--- src/rtl/div_pkg.sv ---
package div_pkg;
  // Controller phases: waiting, iterating, applying signs.
  typedef enum logic [1:0] {
    DV_IDLE = 2'd0,
    DV_RUN  = 2'd1,
    DV_FIX  = 2'd2
  } dv_state_t;
endpackage

--- src/rtl/div_operand_prep.sv ---
module div_operand_prep #(
  parameter int W = 32
) (
  input  logic         signed_mode,
  input  logic [W-1:0] dvd,
  input  logic [W-1:0] dvs,
  output logic [W-1:0] dvd_mag,
  output logic [W-1:0] dvs_mag,
  output logic         quo_neg,
  output logic         rem_neg
);
  // Two's-complement magnitude when the value is treated as signed.
  function automatic logic [W-1:0] magnitude(input logic [W-1:0] v, input logic as_signed);
    return (as_signed && v[W-1]) ? (~v + 1'b1) : v;
  endfunction

  always_comb begin
    dvd_mag = magnitude(dvd, signed_mode);
    dvs_mag = magnitude(dvs, signed_mode);
    quo_neg = signed_mode && (dvd[W-1] ^ dvs[W-1]);
    rem_neg = signed_mode && dvd[W-1];
  end
endmodule

--- src/rtl/div_iter_step.sv ---
module div_iter_step #(
  parameter int W = 32
) (
  input  logic         first,
  input  logic         ext,
  input  logic [W-1:0] hi,
  input  logic [W-1:0] lo,
  input  logic [W-1:0] dvs,
  output logic         nxt_ext,
  output logic [W-1:0] nxt_hi,
  output logic [W-1:0] nxt_lo,
  output logic         qbit
);
  logic         fits;
  logic [W-1:0] trial;
  logic [W-1:0] keep;

  // The partial remainder is W+1 bits wide ({ext,hi}); when the divisor
  // fits, the true difference is below 2**W so a W-bit subtract suffices.
  always_comb begin
    fits    = ({ext, hi} >= {1'b0, dvs});
    trial   = hi - dvs;
    qbit    = fits && !first;
    keep    = qbit ? trial : hi;
    {nxt_ext, nxt_hi, nxt_lo} = {keep, lo, qbit};
  end
endmodule

--- src/rtl/div_result_fix.sv ---
module div_result_fix #(
  parameter int W = 32
) (
  input  logic         ext,
  input  logic [W-2:0] hi_top,
  input  logic [W-1:0] lo,
  input  logic         quo_neg,
  input  logic         rem_neg,
  output logic [W-1:0] quo,
  output logic [W-1:0] rem
);
  function automatic logic [W-1:0] apply_sign(input logic [W-1:0] v, input logic neg);
    return neg ? (~v + 1'b1) : v;
  endfunction

  // Upper half was shifted once too often: undo by taking {ext,hi} >> 1.
  always_comb begin
    quo = apply_sign(lo, quo_neg);
    rem = apply_sign({ext, hi_top}, rem_neg);
  end
endmodule

--- src/rtl/iter_divider.sv ---
module iter_divider #(
  parameter int W = 32
) (
  input  logic         clk,
  input  logic         rst,
  input  logic         start_i,
  input  logic         signed_i,
  input  logic [W-1:0] dividend_i,
  input  logic [W-1:0] divisor_i,
  output logic         busy_o,
  output logic         done_o,
  output logic [W-1:0] hi_o,
  output logic [W-1:0] lo_o
);
  import div_pkg::*;

  localparam int CNT_W = $clog2(W + 1);
  localparam logic [CNT_W-1:0] LAST = CNT_W'(W);

  dv_state_t        state_q;
  logic [CNT_W-1:0] cnt_q;
  logic             ext_q;
  logic [W-1:0]     wh_q, wl_q, dvs_q;
  logic             qneg_q, rneg_q;

  logic [W-1:0] dvd_mag, dvs_mag;
  logic         quo_neg, rem_neg;
  logic         n_ext, qbit_w;
  logic [W-1:0] n_hi, n_lo;
  logic [W-1:0] quo_w, rem_w;

  // Named events for the checker.
  logic accept_w;
  logic last_step_w;

  assign busy_o      = (state_q != DV_IDLE);
  assign accept_w    = start_i && (state_q == DV_IDLE);
  assign last_step_w = (state_q == DV_RUN) && (cnt_q == LAST);

  div_operand_prep #(.W(W)) u_prep (
    .signed_mode(signed_i), .dvd(dividend_i), .dvs(divisor_i),
    .dvd_mag(dvd_mag), .dvs_mag(dvs_mag), .quo_neg(quo_neg), .rem_neg(rem_neg)
  );

  div_iter_step #(.W(W)) u_step (
    .first(cnt_q == '0), .ext(ext_q), .hi(wh_q), .lo(wl_q), .dvs(dvs_q),
    .nxt_ext(n_ext), .nxt_hi(n_hi), .nxt_lo(n_lo), .qbit(qbit_w)
  );

  div_result_fix #(.W(W)) u_fix (
    .ext(ext_q), .hi_top(wh_q[W-1:1]), .lo(wl_q),
    .quo_neg(qneg_q), .rem_neg(rneg_q), .quo(quo_w), .rem(rem_w)
  );

  always_ff @(posedge clk) begin
    if (rst) begin
      state_q <= DV_IDLE;
      cnt_q   <= '0;
      ext_q   <= 1'b0;
      wh_q    <= '0;
      wl_q    <= '0;
      dvs_q   <= '0;
      qneg_q  <= 1'b0;
      rneg_q  <= 1'b0;
      hi_o    <= '0;
      lo_o    <= '0;
      done_o  <= 1'b0;
    end else begin
      done_o <= 1'b0;
      unique case (state_q)
        DV_IDLE: if (accept_w) begin
          ext_q   <= 1'b0;
          wh_q    <= '0;
          wl_q    <= dvd_mag;
          dvs_q   <= dvs_mag;
          qneg_q  <= quo_neg;
          rneg_q  <= rem_neg;
          cnt_q   <= '0;
          state_q <= DV_RUN;
        end
        DV_RUN: begin
          ext_q <= n_ext;
          wh_q  <= n_hi;
          wl_q  <= n_lo;
          cnt_q <= cnt_q + 1'b1;
          if (last_step_w) state_q <= DV_FIX;
        end
        DV_FIX: begin
          hi_o    <= rem_w;
          lo_o    <= quo_w;
          done_o  <= 1'b1;
          state_q <= DV_IDLE;
        end
        default: state_q <= DV_IDLE;
      endcase
    end
  end
endmodule

--- config.mk ---
export PLATFORM = sky130hd
export DESIGN_NAME = iter_divider
export DESIGN_NICKNAME = d
export VERILOG_FILES = /design/src/rtl/div_pkg.sv /design/src/rtl/div_operand_prep.sv /design/src/rtl/div_iter_step.sv /design/src/rtl/div_result_fix.sv /design/src/rtl/iter_divider.sv
export SDC_FILE = /design/constraint.sdc
export NUM_CORES = 1
export LEC_CHECK = 0
export ABC_AREA = 1
export BUFFER_PORTS_ARGS = -buffer_cell sky130_fd_sc_hd__buf_2
export CAP_MARGIN = 20
export CORE_UTILIZATION = 55
export CTS_CLUSTER_SIZE = 40
export DETAILED_ROUTE_END_ITERATION = 8
export GPL_TIMING_DRIVEN = 0
export MAX_ROUTING_LAYER = met4
export PLACE_DENSITY = 0.75
export REMOVE_ABC_BUFFERS = 1
export SETUP_SLACK_MARGIN = 0.02
export SLEW_MARGIN = 40
export SYNTH_ARGS = -nofsm -noshare
export SYNTH_HDL_FRONTEND = slang
export SYNTH_SLANG_ARGS = --single-unit
--- constraint.sdc ---
create_clock -name clk -period 2.43 [get_ports clk]
set_input_delay 0.486 -clock clk [delete_from_list [all_inputs] [get_ports clk]]
set_output_delay 0.486 -clock clk [all_outputs]
set_load 0.02 [all_outputs]
# After elaboration in Yosys (flattened, before gate mapping)

Index checks and enable logic that the tools add are counted.

Register bits: 172
Word-level logic and storage cells: 59
Output and inout bits: 66

Reduce and logical (&&, ||, !) cells: 14
Add/subtract/negate cells: 6
Magnitude comparators: 1
Multiplexer cells: 17
Bitwise operators: 5
Eq/ne operators: 5

Operators by type and width:

| kind                  | number |
|---|---|
| $mux 32               | 7 |
| $add 32x1->32 const B | 4 |
| $not 32->32           | 4 |
| $pmux 32 s2           | 2 |
| $ge 33x32->1          | 1 |
| $sub 32x32->32        | 1 |
| $pmux 6 s2            | 1 |
| $add 6x1->6 const B   | 1 |
| $eq 6x6->1 const B    | 1 |
| $logic_and 1x1->1     | 6 |
| $logic_not 6->1       | 1 |
| $mux 6                | 1 |
| $reduce_and 2->1      | 3 |
| $mux 2                | 2 |
| $ne 2x2->1 const B    | 2 |
| $pmux 2 s2            | 1 |
| $reduce_bool 2->1     | 2 |
| $eq 2x1->1 const B    | 1 |
| $eq 2x2->1 const B    | 1 |
| $logic_not 2->1       | 1 |
| $mux 1                | 2 |
| $pmux 1 s2            | 1 |
| $logic_not 1->1       | 1 |
| $xor 1x1->1           | 1 |

# Longest topological paths before layout

Gate-level depths: netlist of the first run.

Depth in word-level cells: 5
Mapped depth: 17
Depth with buffers taken out: 17

# Cells and area by module

A second synthesis of the first run with hierarchy kept.

Cells, all modules: 2464
Area, all modules: 13902.1 um2

Modules (own cells, without submodules):

| module           | instances | area each (um2) | cells an instance |
|---|---|---|---|
| iter_divider     | 1         | 6348.6          | 844 |
| div_iter_step    | 1         | 3487.1          | 735 |
| div_result_fix   | 1         | 2099.5          | 465 |
| div_operand_prep | 1         | 1966.9          | 420 |

# Worst setup path before layout of the first run

OpenSTA, ideal clock, no wires.

Kind: register -> register
From: reg wh_q[12]
To: reg wh_q[25]
Arrival: 1.822 ns
Cell stages (with the launch flop): 14
Path slack: 0.476 ns
Period minus slack after synthesis: 1.954 ns
Cell sequence: dfxtp_1 > ha_1 > nand2_1 > nor2_1 > nand2_1 > nor2_2 > nand2_1 > nor2_2 > nor2_2 > nand2_4 > buf_2 > nand3_1 > nand3_1 > a21oi_1

Word-level cells in the longest chain between the ends: 4
Elaborated cells on any way between the ends: 5
Those cells by class: add/sub (1); order compare (1); mux (2); reduce/logical (1)

Ends and longest elaborated chain:

| what                     | line                | text |
|---|---|---|
| start: declaration       | iter_divider.sv:23  | `logic [W-1:0] wh_q, wl_q, dvs_q;` |
| start signal: assignment | iter_divider.sv:83  | `wh_q <= n_hi;` |
| $ge 33x32->1             | div_iter_step.sv:21 | `fits = ({ext, hi} >= {1'b0, dvs});` |
| $logic_and 1x1->1        | div_iter_step.sv:23 | `qbit = fits && !first;` |
| $mux 32 *                | div_iter_step.sv:24 | `keep = qbit ? trial : hi;` |
| $pmux 32 s2 *            | iter_divider.sv:70  | `unique case (state_q)` |

Every way passes the cells marked *; elsewhere a longest branch is shown, timed or not.
A chain may end at the register's enable or synchronous reset.

# Worst setup path after layout of the first run

From: reg wh_q[13]
To: reg wh_q[23]

Same word-level chain as after synthesis.

==> results of run 1 <==
critical path: stages, from the launching register on:
cell and delay (ps):
dfxtp_1 420, ha_4 340, nand2_1 100, nor2_2 150, nand2_1 130, nor2_2 190
nand2_1 90, nor2_2 150, nor2_4 80, nand2_8 140, buf_4 150, nand3_1 130
nand3_1 120, a21oi_1 60
final cells by class:
class / instances / area [um2] / area share, %
flip-flops and latches: 172 / 3470 / 23.7
clock inverters: 14 / 179 / 1.22
inverters: 350 / 1350 / 9.17
well taps: 285 / 357 / 2.43
clock buffers: 18 / 439 / 2.99
repair buffers: 149 / 866 / 5.90
multi-input cells: 1506 / 8010 / 54.6
state kept, by name, indices dropped and copies added, names as in the netlist:
signal,cells
cnt_q,6
ext_q,1
hi_o,32
dvs_q,32
wh_q,32
qneg_q,1
state_q,2
rneg_q,1
done_o,1
wl_q,32
lo_o,32
routing by layer:
layer	GRT usage (%)	share of wire (%)
met2	54.5	44
met4	9.43	2.3
met5	-	0
met3	4.17	7.3
met1	49.5	47
path summary, 6_finish.rpt:
check                      from         to  slack, ps
setup / recovery       wh_q[13]   wh_q[23]         50
hold / removal    divisor_i[21]  dvs_q[21]        350
setup reg to reg       wh_q[13]   wh_q[23]         50
hold reg to reg        hi_o[15]   hi_o[15]        500
report_power, final:
| part | internal, uW | switching [uW] | total (uW) |
|---|---|---|---|
| registers | 2910 | 120 | 3030 |
| clock network | 1590 | 1310 | 2900 |
| logic | 564 | 1180 | 1750 |
through the flow:
stage	setup TNS (ps)	hold WS, ps	instances	utilization (%)
floorplan	-184520	456	2025	-
global placement	-742480	474	2443	58.9
detailed placement	-28360	481	2450	59.6
CTS	0	338	2488	63.1
global route	-45.9	358	2494	65.0
finish	0	346	2494	65.0
placed cells by master (no fill, tap or decap), drive strengths merged, types with 6 or more instances in the layout:
master and n:
clkbuf 18, ha 38, o211ai 16, nand2 568, o221ai 13, a22oi 14
o21ai 122, a31oi 23, nor2 215, inv 354, a21oi 145, xor2 55
or2 6, xnor2 19, nor3 28, dfxtp 172, nand4 17, nand3b 14
buf 149, nand3 180, nor4 8
repair_timing:
item / 4_1_cts / 5_1_grt
hold buffers: 0 / 0
setup buffers: 4 / 5
setup endpoints to repair: 70 / 41
gates cloned: 2 / 1
resized for setup: 24 / 83
pin swaps: 3 / 8
logic make-up (layout without fill, tap and decap cells):
group | count (synthesis) | in the layout | share of synthesized area (%)
AO/OA/AOI/OAI | 354 | 354 | 15.9
XOR/XNOR | 74 | 74 | 5.14
adder cells (fa/ha/maj) | 39 | 39 | 3.93
buffers and inverters | 429 | 531 | 13.0
flip-flops | 172 | 172 | 27.3
AND/OR/NAND/NOR | 1036 | 1039 | 34.7
==> flow_summary_export.csv, run 1 <==
group,metric,value,unit
run_status,status,"complete, no violations",
finish,finish.instance_area,14700,um2
power,fin_total_pwr,7680,uW
clock_network,clock_latency,440,ps
timing,layout_setup_ws,45.8,ps
power,ir_drop,0.348,mV
hold_path,hold_depth,3,
floorplanning,rows,55,
finish,area_growth_syn_to_layout,16.4,%
synthesis,syn-cell-area,12600,um2
timing,rsz0062_at_grt,"yes",
synthesis,synthCells,2104,
route,vias_per_cell,5.61,
grt,grt_first_pass_wirelength,64.7,mm
critical_path,critPathMaxFanout,7,
clock_network,cts_buffer_depth,2,
synthesis,synth.area.top_cells,"dfxtp_1 (27%), nand2_1 (17%), inv_1 (10%), nand3_1 (7.1%), nor2_1 (6.0%)",
grt,grt_max_degree,73,
finish,drive_gt1_share,13.9,%
critical_path,setup.worst_path.start_class,"flip-flop",
route,routed_wl,41.2,mm
synthesis,yosys_warnings,0,
synthesis,ys_seq_area_share,27.3,%
grt,antenna_found_initial,0,
synthesis,ys_ff_latch,172,
synthesis,async_reset_ff_share,0,%
finish,nFillCells,2207,
route,vias,14000,
grt,overflow,0,
finish,diodes,0,
timing,fin_crit_sh,98.1,%
power,power_density,524,nW/um2
timing,worstMarginPinSlew,690,ps
timing,fin_worst_skew,12.9,ps
route,drc_errors,0,
synthesis,synth_ff_type,"dfxtp_1",
timing,maxSlewViolCount,0,
timing,finalSetupViolCount,0,
clock_network,cts_buffers,17,
place,place_area,13500,um2
critical_path,endpoint_kind,"flip-flop",
route,drt-pass1-iter-count,5,
power,p_leak,0.00737,uW
synthesis,yosysTopAreaCell,"dfxtp_1",
route,postRouteAntennaNets,0,
hold_path,min_path_type,"input pin to flip-flop",
floorplanning,die_height,153,um
synthesis,syn_avg_cell_area,5.99,um2
timing,slew-limit-headroom,53.9,%
critical_path,criticalPathCategory,"flip-flop to flip-flop",
floorplanning,io_pins,134,
route,drtIter0Drc,1182,
synthesis,synth_edf_count,0,
clock_network,htreeDepth,4,
synthesis,yosysMostFrequentCell,"nand2_1",
clock_network,clock_sinks,172,
run,drv_cap,0,
clock_network,cts_tree,"built",
grt,grt_use_total,35.6,%
critical_path,required,2750,ps
timing,fin_crit,2380,ps
synthesis,ys_types,46,
synthesis,synth_common_cells,"nand2_1 (562), inv_1 (341), nor2_1 (201)",
floorplanning,die_x,153,um
finish,final_nets,2303,
floorplanning,core,22600,um2
route,drt-wirelength-per-cell,16.5,um
place,hpwlAfterDp,30.1,mm
clock_network,root_buffer,"clkbuf_16",
place,gp_routability_congestion,0.976,
critical_path,rr_worst_depth,13,
critical_path,cp.arrival,2700,ps
grt,grt_pass1_vias,12500,
synthesis,synth_top_area_share,27.3,%
floorplanning,die-area,23500,um2
floorplanning,initial_utilization,55.8,%
place,io_buffers,133,
timing,finalHoldViolCount,0,
place,post-place-ws,-652,ps
clock_network,clk_pin_slew_worst_paths,80,ps
timing,fmax,0.419,GHz
Note: power is estimated with default switching activity, not from simulation.
==> run 2, diff against run 1 <==
--- a/config.mk
+++ b/config.mk
@@ -15,7 +15,7 @@
 export MAX_ROUTING_LAYER = met4
 export PLACE_DENSITY = 0.75
 export REMOVE_ABC_BUFFERS = 1
-export SETUP_SLACK_MARGIN = 0.02
+export SETUP_SLACK_MARGIN = 0.2
 export SLEW_MARGIN = 40
 export SYNTH_ARGS = -nofsm -noshare
 export SYNTH_HDL_FRONTEND = slang
==> run 2 against run 1 <==
Fmax increased by 4.6%. Clock skew about the same. Global-route usage increased by 0.86 points. Core utilization increased by 3.8 points. Critical path type unchanged. Largest cell class unchanged.
==> flow_summary_export.csv, run 2 (synthesized netlist as in run 1, its figures left out) <==
group,metric,value,unit
clock_network,cts_buffer_depth,2,
floorplanning,die_x,153,um
place,dp_cells,2450,
grt,grt_max_degree,73,
route,drt-pass1-iter-count,6,
clock_network,clk_pin_slew_worst_paths,70,ps
critical_path,setup.worst_path.start_class,"flip-flop",
critical_path,path_cells,"inv_4, ha_4, nand2_4, nor2_4, nand2_4, nor2_4, nand2_1, nor2_2, nor2_4, buf_6, a21oi_4, nand2_1, nand3_1, a21oi_1",
timing,fin_crit,2280,ps
run,drv_cap,0,
timing,finalHoldViolCount,0,
clock_network,hold_buffers,0,
route,drtIter0Drc,1297,
finish,final_cell_mix,"nand2_1 (514), inv_1 (306), nor2_1 (186)",
power,p_sw_share,34.5,%
run_status,status,"complete, no violations",
timing,rsz0062_at_grt,"yes",
power,clkPwrFrac,36.7,%
grt,grt_use_total,36.5,%
timing,fin_crit_sh,93.8,%
grt,overflow,0,
clock_network,clock_latency,440,ps
critical_path,r2r-start,"dvs_q[11]",
critical_path,cp.arrival,2600,ps
critical_path,path_buf_inv,2,
floorplanning,io_pins,134,
critical_path,cp.depth,14,
timing,fin_worst_skew,13.1,ps
timing,worstMarginPinSlew,744,ps
hold_path,min_path_type,"input pin to flip-flop",
finish,finish.instance_area,15500,um2
finish,final_nets,2334,
timing,finalSetupViolCount,0,
critical_path,cp_slowest_cell,"dfxtp_4",
power,p_comb_share,24.8,%
power,power_density,510,nW/um2
timing,slew-limit-headroom,50.2,%
critical_path,criticalPathCategory,"flip-flop to flip-flop",
place,place_area,13500,um2
timing,fmax,0.439,GHz
clock_network,cts_tree,"built",
power,p_sw,2740,uW
route,postRouteAntennaNets,0,
power,ir_drop,0.347,mV
place,gp_routability_congestion,0.976,
route,vias_per_cell,5.69,
power,p_leak,0.00763,uW
finish,drive_gt1_share,20.8,%
floorplanning,core,22600,um2
place,hpwlAfterDp,30.1,mm
clock_network,root_buffer,"clkbuf_16",
clock_network,cts_buffers,17,
floorplanning,die_height,153,um
critical_path,critical-path-top-delay-family,"simple AND/OR/NAND/NOR gates",
critical_path,setup.reg_to_reg.worst_slack,150,ps
floorplanning,rows,55,
critical_path,crit_top_cell,"nor2_4",
critical_path,rr_worst_depth,14,
finish,layout_commonest_cell,"nand2_1",
grt,antenna_found_initial,0,
critical_path,endpoint_kind,"flip-flop",
route,drt-wirelength-per-cell,17.2,um
grt,grt_first_pass_wirelength,66.3,mm
finish,final_cells,2525,
route,drc_errors,0,
critical_path,required,2750,ps
place,io_buffers,133,
finish,nFillCells,2067,
critical_path,critPathMaxFanout,7,
critical_path,endpoint,"wh_q[29]",
critical_path,max_stage_delay,390,ps
finish,diodes,0,
route,vias,14400,
critical_path,crit_start,"dvs_q[11]",
route,routed_wl,43.5,mm
clock_network,clock_sinks,172,
power,power.internal,5180,uW
floorplanning,initial_utilization,55.8,%
critical_path,r2r_end,"wh_q[29]",
finish,area_growth_syn_to_layout,23.1,%
power,seqPwrFrac,38.4,%
clock_network,htreeDepth,4,
grt,grt_pass1_vias,12700,
timing,maxSlewViolCount,0,
floorplanning,die-area,23500,um2
run 2: cell count changes in the layout (fill, tap and decap cells not counted), sizes merged:
cell,delta
buf,+26
bufinv,+1
clkinv,-1
nand2,+5
run 2: power by group through the flow:
stage / logic [uW] / clock network (uW) / registers (uW)
2_1_floorplan: 1050 / 0 / 3050
5_1_grt: 2140 / 3020 / 3050
6_report: 1970 / 2910 / 3040
3_5_place_dp: 1560 / 0 / 3090
4_1_cts: 1710 / 2920 / 3030
3_3_place_gp: 1520 / 0 / 3090
run 2: repair_timing:
item                                    4_1_cts  5_1_grt
endpoints found under the hold margin         0        0
endpoints found under the setup margin       85       56
gates resized for setup                      87      190
setup buffers                                10       25
pin swaps                                    13       43
cloned                                        3        5
run 2: tightest hold or removal path, stage by stage:
cell and delay [ps]:
buf_2 120, nand2_1 60, a31oi_1 60
run 2: routing by layer:
metal / vias to the layer above / share of wire, % / GRT usage (%)
met4: 0 / 3.0 / 10.6
met3: 102 / 7.8 / 4.37
li1: 6988 / - / -
met2: 656 / 44 / 55.7
met1: 6633 / 45 / 50.4
met5: - / 0 / -
run 2: cell type report:
class,count,area [um2],area share [%]
clock buffer,18,439,2.83
clock inverter,14,179,1.15
inverter,350,1370,8.81
multi-input combinational,1511,8570,55.3
sequential,172,3530,22.7
tap,285,357,2.30
timing repair buffer,175,1070,6.91
run 2: worst min path at each step:
| stage | from | endpoint | slack, ps | depth (start not counted) |
|---|---|---|---|---|
| after floorplan | wh_q[11] | wh_q[11] | 460 | 2 |
| after global placement | hi_o[9] | hi_o[9] | 470 | 2 |
| after detailed placement | wh_q[11] | wh_q[11] | 480 | 2 |
| after CTS | divisor_i[21] | dvs_q[21] | 340 | 3 |
| after global routing | divisor_i[0] | dvs_q[0] | 360 | 3 |
| final | divisor_i[21] | dvs_q[21] | 330 | 3 |
run 2: metrics by stage:
stage / total power (uW) / hold WS [ps] / setup TNS, ps / utilization, % / worst slack [ps]
2_1_floorplan: 4090 / 456 / -184520 / - / -2760
3_3_place_gp: 4610 / 474 / -742480 / 58.9 / -8090
3_5_place_dp: 4650 / 481 / -28360 / 59.6 / -652
4_1_cts: 7660 / 338 / 0 / 65.0 / 196
5_1_grt: 8220 / 358 / 0 / 68.7 / 116
6_report: 7920 / 333 / 0 / 68.7 / 151
==> run 3, diff against run 2 <==
--- a/config.mk
+++ b/config.mk
@@ -13,7 +13,7 @@
 export DETAILED_ROUTE_END_ITERATION = 8
 export GPL_TIMING_DRIVEN = 0
 export MAX_ROUTING_LAYER = met4
-export PLACE_DENSITY = 0.75
+export PLACE_DENSITY = 0.78
 export REMOVE_ABC_BUFFERS = 1
 export SETUP_SLACK_MARGIN = 0.2
 export SLEW_MARGIN = 40
==> constraint.sdc (replaced) <==
create_clock -name clk -period 1.8 [get_ports clk]
set_input_delay 0.36 -clock clk [delete_from_list [all_inputs] [get_ports clk]]
set_output_delay 0.36 -clock clk [all_outputs]
set_load 0.02 [all_outputs]
==> run 3 against run 2 <==
The flow now finishes with violations (setup timing). Die area did not move. Sequential share of layout area is 2.3 points lower. Wire length is 20% higher. Clock skew grew 0.90 ps. Critical path type unchanged.
==> flow_summary_export.csv, run 3 (synthesized netlist as in run 1, its figures left out) <==
group,metric,value,unit
power,p_leak,0.00839,uW
finish,fin_util,77.5,%
timing,layout_setup_ws,-487,ps
critical_path,endpoint,"wh_q[8]",
floorplanning,initial_utilization,55.8,%
critical_path,endpoint_kind,"flip-flop",
place,hpwlAfterDp,30.9,mm
critical_path,critPathMaxFanout,7,
clock_network,root_buffer,"clkbuf_16",
critical_path,crit_start,"wh_q[8]",
place,gp_routability_congestion,0.965,
clock_network,hold_buffers,0,
grt,grt_first_pass_wirelength,73.8,mm
timing,fmax,0.437,GHz
floorplanning,io_pins,134,
timing,maxSlewViolCount,0,
route,drt-pass1-iter-count,6,
finish,final_cell_mix,"nand2_1 (485), inv_1 (288), nor2_1 (156)",
route,routed_wl,52.1,mm
clock_network,cts_tree,"built",
finish,drive_gt1_share,31.7,%
floorplanning,rows,55,
run_status,violations,"setup timing",
grt,overflow,0,
route,postRouteAntennaNets,0,
floorplanning,die_x,153,um
run,drv_cap,0,
route,drtIter0Drc,2042,
grt,grt_max_degree,72,
timing,slew-limit-headroom,62.2,%
timing,worstMarginPinSlew,566,ps
power,ir_drop,0.688,mV
finish,diodes,0,
timing,finalSetupViolCount,55,
hold_path,min_path_type,"input pin to flip-flop",
power,power_density,656,nW/um2
critical_path,cp.arrival,2660,ps
place,io_buffers,133,
floorplanning,core,22600,um2
clock_network,cts_buffer_depth,2,
critical_path,r2r-start,"wh_q[8]",
grt,grt_pass1_vias,14200,
clock_network,cts_buffers,17,
floorplanning,die-area,23500,um2
grt,grt_use_total,40.8,%
critical_path,required,2170,ps
finish,layout_commonest_cell,"nand2_1",
route,vias_per_cell,6.03,
floorplanning,die_height,153,um
critical_path,setup.reg_to_reg.worst_slack,-490,ps
timing,fin_crit,2290,ps
route,vias,15800,
route,drt-wirelength-per-cell,19.9,um
grt,antenna_found_initial,0,
timing,rsz0062_at_grt,"yes",
timing,tns,-15040,ps
clock_network,htreeDepth,4,
timing,fin_crit_sh,127,%
critical_path,criticalPathCategory,"flip-flop to flip-flop",
critical_path,setup.worst_path.start_class,"flip-flop",
finish,area_growth_syn_to_layout,38.8,%
timing,hold_slack,208,ps
critical_path,rr_worst_depth,15,
critical_path,r2r_end,"wh_q[8]",
clock_network,clock_sinks,172,
timing,fin_worst_skew,14.0,ps
clock_network,clock_latency,460,ps
route,drc_errors,0,
run_status,status,"finished with violations",
finish,final_nets,2432,
timing,finalHoldViolCount,0,
clock_network,clk_pin_slew_worst_paths,70,ps
-- run 3: worst min path at each step --
stage,from,to,slack (ps),cells after the start
floorplan,rst,ext_q,430,1
global placement,hi_o[9],hi_o[9],470,2
detailed placement,hi_o[9],hi_o[9],470,2
CTS,divisor_i[0],dvs_q[0],210,3
global route,divisor_i[21],dvs_q[21],230,3
finish,divisor_i[21],dvs_q[21],210,3
-- run 3: layout make-up --
cell class                 count  area, um2
timing repair buffer         269       2110
inverter                     350       1400
sequential                   172       3580
timing repair inverter         5       38.8
tap                          285        357
clock inverter                12        129
fill                        1636       5080
clock buffer                  19        453
multi-input combinational   1510       9430
-- run 3: what timing repair did --
action,in CTS,in global routing
pin swaps,85,113
gates cloned,10,7
setup buffers,65,57
setup endpoints to repair,167,119
gates resized for setup,342,256
-- run 3: power breakdown --
group	leakage [uW]	switching, uW	internal (uW)
Sequential	0.00143	206	3930
Combinational	0.00667	2140	1360
Clock	0.000281	1820	2020
Total	0.00839	4170	7310
-- run 3: through the flow --
| stage | power (uW) | cell area [um2] | setup slack, ps | instances |
|---|---|---|---|---|
| after floorplan | 5530 | 12300 | -3390 | 2025 |
| after global placement | 6220 | 13300 | -9160 | 2443 |
| after detailed placement | 6330 | 13600 | -1450 | 2452 |
| after CTS | 10700 | 16000 | -370 | 2558 |
| after global routing | 11800 | 17500 | -616 | 2622 |
| final | 11500 | 17500 | -487 | 2622 |
-- run 3: routing by layer --
| metal | part of all wire [%] | up-vias | GRT usage, % |
|---|---|---|---|
| li1 | - | 7189 | - |
| met1 | 38 | 7297 | 50.3 |
| met2 | 46 | 1033 | 65.2 |
| met3 | 10 | 282 | 5.16 |
| met4 | 6.5 | 0 | 21.1 |
| met5 | 0 | - | - |
-- run 3: worst max-delay path: stages, from the launching register on --
cell and delay (ps):
dfxtp_2 480, ha_4 270, nand2_1 130, inv_1 50
nand2_1 60, nand2_1 80, inv_2 60, nand2_1 50
nand2_1 90, nand3_2 110, nand2_4 160, nand2_8 150
buf_6 170, nand3_1 80, nand3_1 100, a21oi_1 160
